$ cat src/rtl/cal_pkg.sv
package cal_pkg;
  localparam int MAP_ADDR_W = 4;
  localparam int MAP_SIZE   = 1 << MAP_ADDR_W;

  typedef enum logic [MAP_ADDR_W-1:0] {
    A_SEC     = 4'h0,
    A_MIN     = 4'h1,
    A_HOUR    = 4'h2,
    A_WDAY    = 4'h3,
    A_MDAY    = 4'h4,
    A_MONTH   = 4'h5,
    A_YEAR    = 4'h6,
    A_SCRATCH = 4'h7,
    A_FLAGS   = 4'hE,
    A_CTRL    = 4'hF
  } calAddr_e;

  // flag and control bit positions
  localparam int F_UPD  = 5;
  localparam int F_TMR  = 4;
  localparam int F_ALM  = 3;
  localparam int F_VLOW = 1;
  localparam int C_STOP = 1;

  localparam logic [7:0] CTRL_MASK = 8'h3B;

  typedef struct packed {
    logic                advance;
    logic [MAP_SIZE-1:0] wrSel;
  } calStrobe_t;
endpackage

$ cat src/rtl/cal_ctrl.sv
module cal_ctrl
  import cal_pkg::*;
#(
  parameter int ADDR_W = 4
) (
  input  logic              tickPps,
  input  logic              wrEn,
  input  logic [ADDR_W-1:0] wrAddr,
  input  logic              stopBit,
  output calStrobe_t        strb
);
  // one write select per map entry
  for (genvar i = 0; i < MAP_SIZE; i++) begin : g_sel
    assign strb.wrSel[i] = wrEn && (wrAddr == ADDR_W'(i));
  end

  // a write in the same cycle drops the tick
  assign strb.advance = tickPps && !stopBit && !wrEn;
endmodule

$ cat src/rtl/cal_datapath.sv
module cal_datapath
  import cal_pkg::*;
#(
  parameter int ADDR_W = 4,
  parameter int WDAY_N = 7
) (
  input  logic              clk,
  input  logic              rstN,
  input  calStrobe_t        strb,
  input  logic              powerFail,
  input  logic [7:0]        wrData,
  input  logic [ADDR_W-1:0] rdAddr,
  output logic [7:0]        rdData,
  output logic              stopBit
);
  logic [7:0] secReg, minReg, hourReg, mdayReg, monReg, yearReg, scratchReg, ctrlReg;
  logic [WDAY_N-1:0] wdayReg;
  logic updF, tmrF, almF, vlowF;

  function automatic logic [7:0] bcdInc(input logic [7:0] v);
    if (v[3:0] >= 4'd9) return {v[7:4] + 4'd1, 4'h0};
    return {v[7:4], v[3:0] + 4'd1};
  endfunction

  function automatic logic leapYear(input logic [7:0] y);
    if (y[4]) return (y[3:0] == 4'd2) || (y[3:0] == 4'd6);
    return (y[3:0] == 4'd0) || (y[3:0] == 4'd4) || (y[3:0] == 4'd8);
  endfunction

  function automatic logic [7:0] monthEnd(input logic [7:0] m, input logic [7:0] y);
    case (m)
      8'h02:                      return leapYear(y) ? 8'h29 : 8'h28;
      8'h04, 8'h06, 8'h09, 8'h11: return 8'h30;
      default:                    return 8'h31;
    endcase
  endfunction

  logic secWrap, minWrap, hourWrap, mdayWrap, monWrap, yearWrap, dayCarry;
  always_comb begin
    secWrap  = secReg  == 8'h59;
    minWrap  = minReg  == 8'h59;
    hourWrap = hourReg == 8'h23;
    mdayWrap = mdayReg == monthEnd(monReg, yearReg);
    monWrap  = monReg  == 8'h12;
    yearWrap = yearReg == 8'h99;
    dayCarry = secWrap && minWrap && hourWrap;
  end

  // time and date counters
  always_ff @(posedge clk or negedge rstN) begin
    if (!rstN) begin
      secReg  <= 8'h00;
      minReg  <= 8'h00;
      hourReg <= 8'h00;
      wdayReg <= WDAY_N'(1);
      mdayReg <= 8'h01;
      monReg  <= 8'h01;
      yearReg <= 8'h00;
    end else if (strb.advance) begin
      secReg <= secWrap ? 8'h00 : bcdInc(secReg);
      if (secWrap) minReg <= minWrap ? 8'h00 : bcdInc(minReg);
      if (secWrap && minWrap) hourReg <= hourWrap ? 8'h00 : bcdInc(hourReg);
      if (dayCarry) begin
        wdayReg <= {wdayReg[WDAY_N-2:0], wdayReg[WDAY_N-1]};
        mdayReg <= mdayWrap ? 8'h01 : bcdInc(mdayReg);
        if (mdayWrap) begin
          monReg <= monWrap ? 8'h01 : bcdInc(monReg);
          if (monWrap) yearReg <= yearWrap ? 8'h00 : bcdInc(yearReg);
        end
      end
    end else begin
      if (strb.wrSel[A_SEC])   secReg  <= wrData & 8'h7F;
      if (strb.wrSel[A_MIN])   minReg  <= wrData & 8'h7F;
      if (strb.wrSel[A_HOUR])  hourReg <= wrData & 8'h3F;
      if (strb.wrSel[A_WDAY])  wdayReg <= wrData[WDAY_N-1:0];
      if (strb.wrSel[A_MDAY])  mdayReg <= wrData & 8'h3F;
      if (strb.wrSel[A_MONTH]) monReg  <= wrData & 8'h1F;
      if (strb.wrSel[A_YEAR])  yearReg <= wrData;
    end
  end

  // scratch, control and flags
  always_ff @(posedge clk or negedge rstN) begin
    if (!rstN) begin
      scratchReg <= 8'h00;
      ctrlReg    <= 8'h00;
      updF       <= 1'b0;
      tmrF       <= 1'b0;
      almF       <= 1'b0;
      vlowF      <= 1'b1;
    end else begin
      if (strb.wrSel[A_SCRATCH]) scratchReg <= wrData;
      if (strb.wrSel[A_CTRL])    ctrlReg    <= wrData & CTRL_MASK;
      if (strb.wrSel[A_FLAGS]) begin
        updF  <= updF  && wrData[F_UPD];
        tmrF  <= wrData[F_TMR];
        almF  <= wrData[F_ALM];
        vlowF <= vlowF && wrData[F_VLOW];
      end
      if (strb.advance) updF  <= 1'b1;
      if (powerFail)    vlowF <= 1'b1;
    end
  end

  assign stopBit = ctrlReg[C_STOP];

  always_comb begin
    rdData = 8'h00;
    case (rdAddr)
      ADDR_W'(A_SEC):     rdData = secReg;
      ADDR_W'(A_MIN):     rdData = minReg;
      ADDR_W'(A_HOUR):    rdData = hourReg;
      ADDR_W'(A_WDAY):    rdData = 8'(wdayReg);
      ADDR_W'(A_MDAY):    rdData = mdayReg;
      ADDR_W'(A_MONTH):   rdData = monReg;
      ADDR_W'(A_YEAR):    rdData = yearReg;
      ADDR_W'(A_SCRATCH): rdData = scratchReg;
      ADDR_W'(A_FLAGS):   rdData = {2'b00, updF, tmrF, almF, 1'b0, vlowF, 1'b0};
      ADDR_W'(A_CTRL):    rdData = ctrlReg;
      default:            rdData = 8'h00;
    endcase
  end

  logic [8*6+WDAY_N-1:0] timeVec;
  assign timeVec = {secReg, minReg, hourReg, wdayReg, mdayReg, monReg, yearReg};

  // freeze holds every time and date register
  a_r5_stop_freezes: assert property (@(posedge clk) disable iff (!rstN)
    (stopBit && !(|strb.wrSel[6:0])) |=> $stable(timeVec));

  // every advance leaves the update flag set
  a_r6_update_sets: assert property (@(posedge clk) disable iff (!rstN)
    strb.advance |=> updF);

  // power fail forces the voltage-low flag
  a_r7_vlow_on_fail: assert property (@(posedge clk) disable iff (!rstN)
    powerFail |=> vlowF);

  // weekday rotates left at the day carry
  a_r3_wday_rotates: assert property (@(posedge clk) disable iff (!rstN)
    (strb.advance && dayCarry) |=>
      (wdayReg == {$past(wdayReg[WDAY_N-2:0]), $past(wdayReg[WDAY_N-1])}));
endmodule

$ cat src/rtl/bcd_calendar.sv
module bcd_calendar
  import cal_pkg::*;
#(
  parameter int ADDR_W = 4
) (
  input  logic              clk,
  input  logic              rstN,
  input  logic              tickPps,
  input  logic              powerFail,
  input  logic              wrEn,
  input  logic [ADDR_W-1:0] wrAddr,
  input  logic [7:0]        wrData,
  input  logic [ADDR_W-1:0] rdAddr,
  output logic [7:0]        rdData
);
  calStrobe_t strb;
  logic stopBit;

  cal_ctrl #(.ADDR_W(ADDR_W)) u_ctrl (
    .tickPps (tickPps),
    .wrEn    (wrEn),
    .wrAddr  (wrAddr),
    .stopBit (stopBit),
    .strb    (strb)
  );

  cal_datapath #(.ADDR_W(ADDR_W)) u_dp (
    .clk       (clk),
    .rstN      (rstN),
    .strb      (strb),
    .powerFail (powerFail),
    .wrData    (wrData),
    .rdAddr    (rdAddr),
    .rdData    (rdData),
    .stopBit   (stopBit)
  );

  // a tick colliding with a write elsewhere leaves seconds untouched
  a_r8_write_drops_tick: assert property (@(posedge clk) disable iff (!rstN)
    (tickPps && wrEn && wrAddr != ADDR_W'(A_SEC)) |=> $stable(u_dp.secReg));
endmodule

$ cat config.mk
export PLATFORM = sky130hd
export DESIGN_NAME = bcd_calendar
export DESIGN_NICKNAME = d
export VERILOG_FILES = /design/src/rtl/cal_pkg.sv /design/src/rtl/cal_ctrl.sv /design/src/rtl/cal_datapath.sv /design/src/rtl/bcd_calendar.sv
export SDC_FILE = /design/constraint.sdc
export NUM_CORES = 1
export LEC_CHECK = 0
export BUFFER_PORTS_ARGS = -buffer_cell sky130_fd_sc_hd__buf_2
export CELL_PAD_IN_SITES_DETAIL_PLACEMENT = 1
export CELL_PAD_IN_SITES_GLOBAL_PLACEMENT = 1
export CORE_MARGIN = 1
export CORE_UTILIZATION = 51
export CTS_BUF_LIST = sky130_fd_sc_hd__clkbuf_16
export DETAILED_ROUTE_END_ITERATION = 10
export PLACE_DENSITY_LB_ADDON = 0.25
export RECOVER_POWER = 25
export SKIP_LAST_GASP = 1
export SYNTH_ARGS = -nofsm -noshare
export SYNTH_HDL_FRONTEND = slang
export SYNTH_SLANG_ARGS = --single-unit
$ cat constraint.sdc
create_clock -name clk -period 6.12 [get_ports clk]
set_clock_uncertainty 0.05 [all_clocks]
set_input_delay 1.224 -clock clk [delete_from_list [all_inputs] [get_ports clk]]
set_output_delay 1.224 -clock clk [all_outputs]
set_load 0.02 [all_outputs]
Word level (Yosys, flattened, before mapping)
Index checks and enable logic that the tools add are counted.
{ "word_totals": {"ff_bits": 72, "latch_bits": 0, "ramBits": 0, "rom_bits": 0, "output_inout_bits": 8, "wordCells": 200, "mem_count": 0} }
{ "op_classes": {"n_addsub": 12, "multipliers": 0, "n_div": 0, "n_lt_le_gt_ge": 6, "n_eq_ne": 44, "n_shift": 0, "n_mux": 73, "n_bitwise": 0, "reduce_logical": 46} }
{ "op_table": {"columns": ["op", "count"], "rows": [
  ["8-bit two-way mux", 38],
  ["8-bit one-hot mux with 10 select lines", 1],
  ["4-bit by 1-bit adder with 4-bit output, second input constant", 12],
  ["4-bit by 3-bit == test with 1-bit output, second input constant", 10],
  ["1-bit two-way mux", 30],
  ["4-bit greater-or-equal comparator, second input constant", 6],
  ["7-bit two-way mux", 3],
  ["4-bit by 2-bit == test with 1-bit output, second input constant", 5],
  ["4-bit == test, second input constant", 5],
  ["3-bit by 1-bit inequality test with 1-bit output, second input constant", 6],
  ["2-bit nonzero test", 9],
  ["8-bit by 3-bit == test with 1-bit output, second input constant", 2],
  ["8-bit by 5-bit == test with 1-bit output, second input constant", 2],
  ["8-bit by 7-bit == test with 1-bit output, second input constant", 2],
  ["1-bit logical AND", 16],
  ["8-bit one-hot mux with 2 select lines", 1],
  ["4-bit zero test", 3],
  ["3-bit AND reduction", 4],
  ["2-bit by 1-bit inequality test with 1-bit output, second input constant", 5],
  ["2-bit AND reduction", 5],
  ["4-bit by 1-bit == test with 1-bit output, second input constant", 2],
  ["8-bit by 2-bit == test with 1-bit output, second input constant", 1],
  ["8-bit by 4-bit == test with 1-bit output, second input constant", 1],
  ["8-bit by 6-bit == test with 1-bit output, second input constant", 1],
  ["other kinds (7)", 11]
]} }

Longest topological paths before layout
{ "logic_depth": {"depth_word": 17, "ltp_mapped": 10, "depth_no_buf": 9} }

Cells and area by module
Synthesis repeated with hierarchy kept, for this count alone.
{ "unflattened": {"cells_unflattened": 572, "area_unflattened_um2": 5099.9} }
{ "modules_own_cells": {"columns": ["module", "n_inst", "cells_per_inst", "area_each_um2", "seq_area_each_um2"], "rows": [
  ["cal_datapath", 1, 548, 4974.8, 1806.7],
  ["cal_ctrl", 1, 24, 125.1, 0.0]
]} }

Worst setup path before layout
OpenSTA, ideal clock, no wires.
{ "synth_path": {"kind": "input port to output port", "from": "input rdAddr[2]", "to": "output rdData[5]", "arrival_time_ps": 2675, "path_slack_ps": 2171, "path_stages": 6, "n_path_buf": 2, "cell_sequence": "clkbuf_1 buf_1 mux2i_1 nor3b_1 a31oi_1 o221ai_1"} }
{ "synth_via": {"elab_chain_len": 2} }
{ "synth_rtl": {"columns": ["element", "line", "text"], "rows": [
  ["from (decl)", "bcd_calendar.sv:13", "input logic [ADDR_W-1:0] rdAddr,"],
  ["4-bit == test (tied with other cells)", "cal_datapath.sv:109", "case (rdAddr)"],
  ["8-bit one-hot mux with 10 select lines *", "cal_datapath.sv:109", null],
  ["to (decl)", "bcd_calendar.sv:14", "output logic [7:0] rdData"]
]} }
Mark *: on every way between the ends. The rest lies on a longest branch, timed or not.

Worst setup path in the final report
Ends and elaborated chain as after synthesis.

==> results.json <==
{
  "total_leakage_power_nw": 2.440,
  "cp.required_ns": 4.85,
  "h-tree-depth": 3,
  "areaGrowthSynthToFinish_pct": 9.805,
  "initial_core_util_pct": 52.61,
  "antenna_found_initial": 0,
  "grt_pass1_wl_um": 27560,
  "wl_per_cell_um": 23.76,
  "die_height_um": 102.4,
  "endpoint_kind": "output pin",
  "synth_warnings": 0,
  "synth-seq-cells": 72,
  "grt_start_max_net_pins": 73,
  "root_buffer": "clkbuf_16",
  "clockBufferDepth": 2,
  "hold_path.class": "flip-flop to flip-flop",
  "cts.clk_slew.worst_paths_ns": 0.06,
  "fmax_mhz": 241.1,
  "synth.area.top_cells": "dfrtp_1 33%, ha_1 8.3%, o21ai_0 4.5%",
  "avgSynthCellArea_um2": 8.806,
  "synth.most_common_cell": "dfrtp_1",
  "ir_drop_v": 0.0001949,
  "post-cts-setup-buffer-count": 0,
  "slew_viol_final": 0,
  "grt.overflow.total": 0,
  "row_count": 36,
  "finalCriticalPeriod_ns": 4.148,
  "core_area_mm2": 0.009774,
  "fp.dieArea_mm2": 0.01049,
  "relSlewSlack_pct": 11.53,
  "netlist_instances": 584,
  "hold_viol": 0,
  "rsz0062_at_grt": "false",
  "grt_pass1_vias": 4981,
  "numCtsBuffers": 9,
  "io_buffers": 28,
  "cap_violations": 0,
  "clkSinkCount": 72,
  "gp_congestion": 0.9347,
  "dp_hpwl_um": 12480,
  "vias": 4932,
  "yosysTopAreaCell": "dfrtp_1",
  "crit_type": "primary input to output pin",
  "ys_top_cells_by_count": "68 x dfrtp_1, 60 x nor2_1, 49 x nand2_1, 46 x o21ai_0, 43 x a21oi_1",
  "path_max_fanout": 26,
  "status": "complete, no violations",
  "startpoint_type": "primary input",
  "ys_seq_area_share_pct": 35.13,
  "post-route-util_pct": 57.77,
  "setup_tns_ns": 0,
  "worst_pin_slew_ns": 1.321,
  "io_pins": 29,
  "ant_nets": 0,
  "synth.cell_area_mm2": 0.005142,
  "dr.first_iter.drc_count": 485,
  "synth-main-ff-cell": "dfrtp_1",
  "cts_resized": 0,
  "gr-usage-all-layers_pct": 35.92,
  "drive_gt1_share_pct": 13.04,
  "tritoncts": "done",
  "ys_types": 69,
  "pwr_density_cell_mw_per_mm2": 326.8,
  "synth_enable_flop_cells": 0,
  "setup_viol": 0,
  "dp_cells": 723,
  "fp.dieW_um": 102.4,
  "drt-total-wl_um": 17560,
  "drc": 0,
  "ys_async_sr_fraction_pct": 100.0,
  "avgViaCountPerCell": 6.674,
  "cts_hold_buffers": 0,
  "instances_no_fill": 739,
  "synth_top_area_share_pct": 33.09,
  "syn_nets": 639,
  "fin_nets": 656,
  "arrival_ns": 2.87,
  "clock_latency_ns": 0.34,
  "antenna_cells": 0,
  "firstDrtPassIters": 5,
  "fin_crit_sh_pct": 67.78
}
[power by group]
group,internal [W],switching (W)
sequential,0.000584,0.000172
combinational,0.000227,0.000331
clock,0.000312,0.000220
[state kept, by name, summed over array words and instances (netlist names)]
signal / flops
u_dp.scratchReg: 8
u_dp.wdayReg: 7
u_dp.vlowF: 1
u_dp.mdayReg: 8
u_dp.monReg: 8
u_dp.almF: 1
u_dp.minReg: 8
u_dp.hourReg: 8
u_dp.ctrlReg: 5
u_dp.tmrF: 1
u_dp.updF: 1
u_dp.secReg: 8
u_dp.yearReg: 8
[per-layer routing]
layer	routed length, um	GRT usage [%]
met1	7414	46.45
met2	8298	58.54
met3	1145	7.661
met4	700	14.84
met5	0	0
[critical path, stage by stage]
cell and delay [ns]:
buf_2 0.45, mux4_2 0.56, nor2b_1 0.14, a31oi_1 0.16
o221ai_1 0.14, buf_2 0.19
[cell type report]
| cell class | count | area, um2 |
|---|---|---|
| tap | 133 | 166.4 |
| fill | 1183 | 4128 |
| clock inverter | 7 | 63.81 |
| multi-input combinational | 456 | 3110 |
| clock buffer | 9 | 225.2 |
| inverter | 33 | 123.9 |
| sequential | 72 | 1807 |
| timing repair buffer | 29 | 150.1 |
[path summary, 6_finish.rpt]
check / startpoint / to / slack, ns / cells past startpoint
worst max-delay path: rdAddr[2] / rdData[5] / 1.97 / 6
max in group asynchronous: rstN / u_dp.updF$_DFFE_PN0P_ / 4.41 / 1
worst max register to register: u_dp.monReg[0]$_DFFE_PN1P_ / u_dp.monReg[1]$_DFFE_PN0P_ / 2.61 / 8
min in group asynchronous: rstN / u_dp.secReg[0]$_DFFE_PN0P_ / 0.98 / 1
worst min-delay path: u_dp.scratchReg[2]$_DFFE_PN0P_ / u_dp.scratchReg[2]$_DFFE_PN0P_ / 0.46 / 1
worst min register to register: u_dp.scratchReg[2]$_DFFE_PN0P_ / u_dp.scratchReg[2]$_DFFE_PN0P_ / 0.46 / 1
[cells by family after synthesis]
| family | Yosys count | synth area share, % |
|---|---|---|
| and+or+nand+nor | 199 | 19.44 |
| AOI/OAI and AO/OA | 189 | 24.31 |
| DFF | 72 | 35.13 |
| buffers and inverters | 56 | 4.379 |
| adders and majority gates | 34 | 8.273 |
| muxes | 33 | 8.297 |
| xor gates and xnor gates | 1 | 0.1703 |
[cells in the final DEF (no fill, tap or decap), drive strengths merged, types with 4 or more instances in the layout]
cell type / count
a211oi: 4
a21o: 6
a21oi: 43
a22o: 7
a22oi: 4
a31oi: 14
and2: 8
buf: 29
clkbuf: 9
clkinv: 4
dfrtp: 68
dfstp: 4
ha: 34
inv: 34
mux2: 17
mux2i: 10
mux4: 6
nand2: 49
nand2b: 8
nand3: 18
nand4: 5
nor2: 60
nor2b: 10
nor3: 9
nor4: 5
o21ai: 49
o221ai: 4
o22ai: 7
o2bb2ai: 5
o31a: 7
o31ai: 7
or4: 5
[per-stage QoR]
step | worst slack, ns | area, um2 | hold slack, ns | total power, W
floorplan | 2.171 | 5142 | 0.4119 | 0.001083
global placement | 2.023 | 5358 | 0.4295 | 0.001253
detailed placement | 1.994 | 5358 | 0.4460 | 0.001291
CTS | 1.986 | 5647 | 0.4540 | 0.001832
global route | 1.849 | 5647 | 0.4631 | 0.001924
finish | 1.972 | 5647 | 0.4568 | 0.001845
(Power assumes the default switching activity.)
